**config.mk**
```make
export PLATFORM = sky130hd
export DESIGN_NAME = pmask_gen
export DESIGN_NICKNAME = d
export VERILOG_FILES = /design/src/rtl/pmask_pkg.sv /design/src/rtl/pmask_int_src.sv /design/src/rtl/pmask_cond_src.sv /design/src/rtl/pmask_len_limit.sv /design/src/rtl/pmask_gen.sv
export SDC_FILE = /design/constraint.sdc
export NUM_CORES = 1
export LEC_CHECK = 0
export ABC_AREA = 1
export CAP_MARGIN = 25
export CORE_ASPECT_RATIO = 2
export CORE_MARGIN = 2
export CORE_UTILIZATION = 40
export DETAILED_ROUTE_END_ITERATION = 8
export DONT_BUFFER_PORTS = 1
export HOLD_SLACK_MARGIN = 0.08
export PLACE_DENSITY = 0.53
export SLEW_MARGIN = 10
export SYNTH_ARGS = -nofsm -noshare
export SYNTH_HDL_FRONTEND = slang
export SYNTH_HIERARCHICAL = 1
export SYNTH_SLANG_ARGS = --single-unit
```
**constraint.sdc**
```tcl
create_clock -name clk -period 4.1 [get_ports clk]
set_clock_uncertainty 0.05 [all_clocks]
set_input_delay 0.82 -clock clk [delete_from_list [all_inputs] [get_ports clk]]
set_output_delay 0.82 -clock clk [all_outputs]
set_load 0.03 [all_outputs]
```
**src/rtl/pmask_pkg.sv**
```systemverilog
package pmask_pkg;
    localparam logic [2:0] PM_ALL    = 3'd0;
    localparam logic [2:0] PM_ONEHOT = 3'd1;
    localparam logic [2:0] PM_REG    = 3'd2;
    localparam logic [2:0] PM_NREG   = 3'd3;
    localparam logic [2:0] PM_CBIT   = 3'd4;
    localparam logic [2:0] PM_NCBIT  = 3'd5;

    typedef enum logic {
        ST_IDLE = 1'b0,
        ST_EMIT = 1'b1
    } pm_state_e;
endpackage

```
**src/rtl/pmask_int_src.sv**
```systemverilog
module pmask_int_src #(
    parameter int ELEMS = 64
) (
    input  logic [1:0]       sub_mode,
    input  logic [ELEMS-1:0] reg_val,
    output logic [ELEMS-1:0] int_mask
);
    localparam int SHW = $clog2(ELEMS);

    logic             in_range;
    logic [ELEMS-1:0] onehot;

    assign in_range = (reg_val[ELEMS-1:SHW] == '0);
    assign onehot   = in_range ? (ELEMS'(1) << reg_val[SHW-1:0]) : '0;

    always_comb begin
        unique case (sub_mode)
            2'd0:    int_mask = '1;
            2'd1:    int_mask = onehot;
            2'd2:    int_mask = reg_val;
            default: int_mask = ~reg_val;
        endcase
    end
endmodule

```
**src/rtl/pmask_cond_src.sv**
```systemverilog
module pmask_cond_src #(
    parameter int ELEMS   = 64,
    parameter int NFIELDS = 8,
    parameter int FIELD_W = 4
) (
    input  logic [NFIELDS*FIELD_W-1:0] cond_fields,
    input  logic [$clog2(NFIELDS)-1:0] base_field,
    input  logic [$clog2(FIELD_W)-1:0] cond_sel,
    input  logic                       invert,
    output logic [ELEMS-1:0]           cond_mask
);
    localparam int BW = $clog2(NFIELDS);
    localparam int SW = $clog2(FIELD_W);

    for (genvar i = 0; i < ELEMS; i++) begin : g_elem
        logic [BW-1:0]      idx;
        logic [FIELD_W-1:0] fld;
        assign idx          = base_field + BW'(i % NFIELDS);
        assign fld          = cond_fields[idx*FIELD_W +: FIELD_W];
        assign cond_mask[i] = fld[SW'(FIELD_W-1) - cond_sel] ^ invert;
    end
endmodule

```
**src/rtl/pmask_len_limit.sv**
```systemverilog
module pmask_len_limit #(
    parameter int ELEMS = 64,
    parameter int LEN_W = $clog2(ELEMS+1)
) (
    input  logic [LEN_W-1:0] vec_len,
    output logic [ELEMS-1:0] limit
);
    for (genvar i = 0; i < ELEMS; i++) begin : g_lim
        assign limit[i] = (LEN_W'(i) < vec_len);
    end
endmodule

```
**src/rtl/pmask_gen.sv**
```systemverilog
module pmask_gen
    import pmask_pkg::*;
#(
    parameter int ELEMS   = 64,
    parameter int NFIELDS = 8,
    parameter int FIELD_W = 4,
    parameter int BASE_W  = $clog2(NFIELDS),
    parameter int SEL_W   = $clog2(FIELD_W),
    parameter int LEN_W   = $clog2(ELEMS+1)
) (
    input  logic                       clk,
    input  logic                       rst_n,
    input  logic                       start,
    input  logic [2:0]                 mode,
    input  logic [SEL_W-1:0]           cond_sel,
    input  logic [ELEMS-1:0]           reg_val,
    input  logic [NFIELDS*FIELD_W-1:0] cond_fields,
    input  logic [BASE_W-1:0]          base_field,
    input  logic [LEN_W-1:0]           vec_len,
    output logic                       mask_valid,
    output logic [ELEMS-1:0]           mask
);
    pm_state_e        state_q, state_d;
    logic [ELEMS-1:0] int_mask, cond_mask, limit, raw_mask;

    pmask_int_src #(.ELEMS(ELEMS)) u_int (
        .sub_mode (mode[1:0]),
        .reg_val  (reg_val),
        .int_mask (int_mask)
    );

    pmask_cond_src #(.ELEMS(ELEMS), .NFIELDS(NFIELDS), .FIELD_W(FIELD_W)) u_cond (
        .cond_fields (cond_fields),
        .base_field  (base_field),
        .cond_sel    (cond_sel),
        .invert      (mode[0]),
        .cond_mask   (cond_mask)
    );

    pmask_len_limit #(.ELEMS(ELEMS), .LEN_W(LEN_W)) u_lim (
        .vec_len (vec_len),
        .limit   (limit)
    );

    always_comb begin
        unique case (mode)
            PM_ALL, PM_ONEHOT, PM_REG, PM_NREG: raw_mask = int_mask;
            PM_CBIT, PM_NCBIT:                  raw_mask = cond_mask;
            default:                            raw_mask = '0;
        endcase
    end

    always_comb begin
        unique case (state_q)
            ST_IDLE: state_d = start ? ST_EMIT : ST_IDLE;
            ST_EMIT: state_d = start ? ST_EMIT : ST_IDLE;
            default: state_d = ST_IDLE;
        endcase
    end

    always_ff @(posedge clk) begin
        if (!rst_n) state_q <= ST_IDLE;
        else        state_q <= state_d;
    end

    always_ff @(posedge clk) begin
        if (!rst_n)     mask <= '0;
        else if (start) mask <= raw_mask & limit;
    end

    assign mask_valid = (state_q == ST_EMIT);
endmodule

```
==> flow_summary_export.csv <==
group,metric,value,unit
status,run_status,"completed",
setup_path,critPathArrivalTime,3.24,ns
global_routing,global_route.usage.total,30.8,%
floorplanning,die-height,209,um
clock_tree,postCtsHoldBufs,0,
final_layout,post_route_insts_no_fill,1611,
logic_synthesis,syn-cell-area,8370,um^2
setup_path,worstSetupEndpointType,"register",
min_path,hold-path-cell-count,1,
logic_synthesis,synth_async_sr_flop_share,0,%
setup_path,worstReg2RegEnd,"mask[23]",
logic_synthesis,synthDominantCellAreaShare,20.6,%
clock_tree,numClockSinks,65,
min_path,min_from,"start",
drt,via_per_inst,5.67,
setup_path,worstPathMaxFanout,20,
global_routing,grt_max_degree,130,
setup_path,worstSetupPathType,"input port to register",
logic_synthesis,synthTopCellsByArea,"sky130_fd_sc_hd__nand2_1, sky130_fd_sc_hd__nand3_1, sky130_fd_sc_hd__dfxtp_1",
min_path,terminating_pin_of_the_worst_hold_path,"mask[61]",
global_routing,grt-ovfl-total,0,
drt,drt_wl_total,34900,um
placed_design,hpwl,27700,um
logic_synthesis,post_synth.cell_area_avg,5.63,um^2
global_routing,grt_antenna_before_repair,0,
sta,timing.final.crit_share,73.7,%
final_layout,antenna_cells,0,
clock_tree,postCtsSetupBuffers,0,
floorplanning,core_ar,20500,um^2
drt,drt_drc_violations_left,0,
drt,firstDrtPassIters,8,
flow_run,maxCapViolations,0,
clock_tree,clk-insertion-delay-late,0.34,ns
logic_synthesis,synth_area_leader_cell,"sky130_fd_sc_hd__nand2_1",
global_routing,via_count_of_the_first_global_routing_pass,8951,
pwr,cellLeakagePower,3.70,nW
sta,layout_setup_ws,1.08,ns
placed_design,dp_worst_slack,0.770,ns
clock_tree,tritoncts,"built",
pwr,power.density,298,nW/um^2
setup_path,worstRegToRegCells,2,
sta,timing_hold_violations_final,0,
sta,worst_slew_pin_slew,1.04,ns
sta,rsz0062_at_grt,"no",
clock_tree,ctsRootBufferMaster,"sky130_fd_sc_hd__clkbuf_16",
setup_path,worstReg2RegStart,"mask[23]",
clock_tree,cts_made_buffers,9,
sta,setup_violations,0,
logic_synthesis,synth_common_cells,"sky130_fd_sc_hd__nand2_1, sky130_fd_sc_hd__nand3_1, sky130_fd_sc_hd__nor2_1",
logic_synthesis,post_synth_edffs,0,
setup_path,rrSetupSlack,3.18,ns
sta,slew_headroom,30.4,%
clock_tree,post_cts_resized,0,
logic_synthesis,synth_cell_type_count,29,
placed_design,placement.io_buffers,0,
pwr,peakVddDrop,371,uV
sta,drv_slew,0,
clock_tree,htree_levels,3,
floorplanning,dieWidth,106,um
clock_tree,clk_transition_reported_paths,0.06,ns
sta,maxClockFrequency,331,MHz
setup_path,critical_path_required,4.32,ns
logic_synthesis,yosysWarningCount,6,
final_layout,flow.area_growth_from_synthesis,-4.73,%
logic_synthesis,synthesis.instances,1485,
global_routing,grt_first_pass_wirelength,51500,um
floorplanning,die_ar,22200,um^2
setup_path,start_kind,"input port",
placed_design,placed_cells_incl_taps,1593,
logic_synthesis,mappedNetlistNets,1601,
sta,setup_tns,0,ns
floorplanning,pin_count,179,
drt,drt_first_iter_violations,797,
final_layout,drive_gt1_share,3.94,%
drt,avgRoutedWirePerCell,21.6,um
final_layout,finalNetCount,1457,
min_path,hold_class,"input port to register",
clock_tree,cts-root-to-sink-buffers,2,
floorplanning,placementRows,74,
sta,final_period_minus_worst_setup_slack,3.02,ns
logic_synthesis,postSynth.topFlopCell,"sky130_fd_sc_hd__dfxtp_1",
logic_synthesis,yosysMostFrequentCell,"sky130_fd_sc_hd__nand2_1",
drt,via_count,9139,
placed_design,gpl.final_weighted_congestion,1.03,
floorplanning,floorplan.initialDensity,40.9,%
logic_synthesis,ys_seq_area_share,15.6,%
logic_synthesis,ys_seq_elements,65,
drt,ant_nets,0,
-- layout by cell type, fill, tap and decap left out, types with 10 or more instances in the layout --
master,synthesis,layout
sky130_fd_sc_hd__nand2_1,459,459
sky130_fd_sc_hd__nand3_1,301,301
sky130_fd_sc_hd__nor2_1,168,168
sky130_fd_sc_hd__a21oi_1,77,77
sky130_fd_sc_hd__o21ai_0,76,76
sky130_fd_sc_hd__dfxtp_1,65,65
sky130_fd_sc_hd__xor2_1,64,64
sky130_fd_sc_hd__inv_1,42,42
sky130_fd_sc_hd__nand4_1,24,24
sky130_fd_sc_hd__nand3_2,13,13
sky130_fd_sc_hd__o21ai_1,10,10
-- per-layer routing --
layer  vias to the layer above  track usage, %  part of all wire [%]
met5                         -               0                     0
met4                         0            24.9                   9.2
met3                       123            5.76                   6.6
met2                       381            58.2                    53
met1                      4131            27.4                    31
li1                       4504               -                     -
-- logic make-up after synthesis --
| logic type | count (synthesis) | synth area share, % |
|---|---|---|
| buf+inv | 212 | 15.9 |
| fa+ha+maj | 2 | 0.299 |
| xor+xnor | 70 | 8.00 |
| compound gates | 163 | 9.75 |
| flops | 65 | 15.6 |
| simple gates | 973 | 50.5 |
-- where the power goes --
part	leakage (nW)	internal (mW)	switching, mW
sequential	0.538	0.679	0.124
clock	0.162	0.579	0.285
combinational	3.00	0.225	0.486
total	3.70	1.48	0.894
-- how the worst max path moves through the flow --
stage / start / to / slack [ns] / cells past startpoint
after floorplan: base_field[1] / mask[53] / 1.08 / 20
after global placement: base_field[1] / mask[31] / 0.77 / 14
after detailed placement: base_field[1] / mask[29] / 0.77 / 14
after CTS: base_field[1] / mask[29] / 1.13 / 14
after global routing: base_field[1] / mask[53] / 0.86 / 14
final: base_field[1] / mask[51] / 1.08 / 14
-- critical path: stages --
cell	delay [ns]
sky130_fd_sc_hd__inv_2	0.03
sky130_fd_sc_hd__ha_1	0.65
sky130_fd_sc_hd__inv_2	0.28
sky130_fd_sc_hd__nand3_1	0.19
sky130_fd_sc_hd__nand3_1	0.09
sky130_fd_sc_hd__nand3_1	0.12
sky130_fd_sc_hd__nand3_1	0.11
sky130_fd_sc_hd__nand2_1	0.07
sky130_fd_sc_hd__nand2_1	0.05
sky130_fd_sc_hd__nand2_1	0.42
sky130_fd_sc_hd__nand3_1	0.13
sky130_fd_sc_hd__nand2_1	0.11
sky130_fd_sc_hd__nand2_1	0.05
sky130_fd_sc_hd__a21oi_1	0.12
-- state kept, by name, summed over array words and instances, names as in the netlist --
| signal | cells |
|---|---|
| mask | 64 |
| mask_valid | 1 |
-- final cells by class --
cell class	count	area (um^2)
inverter	51	191
fill	2347	12500
timing repair buffer	6	77.6
clock inverter	2	60.1
tap	266	333
sequential	65	1300
clock buffer	13	270
multi-input combinational	1208	5740
-- metrics by stage --
| step | cell area [um^2] | power [mW] | hold slack [ns] | util [%] |
|---|---|---|---|---|
| final | 7970 | 2.38 | 0.517 | 39.0 |
| after global routing | 7970 | 2.51 | 0.508 | 39.0 |
| after CTS | 7920 | 2.38 | 0.508 | 38.7 |
| after detailed placement | 7590 | 1.51 | 0.589 | 37.1 |
| after global placement | 7590 | 1.51 | 0.591 | 37.1 |
| after floorplan | 8370 | 1.51 | 0.575 | - |
Note: power is estimated with default switching activity, not from simulation.
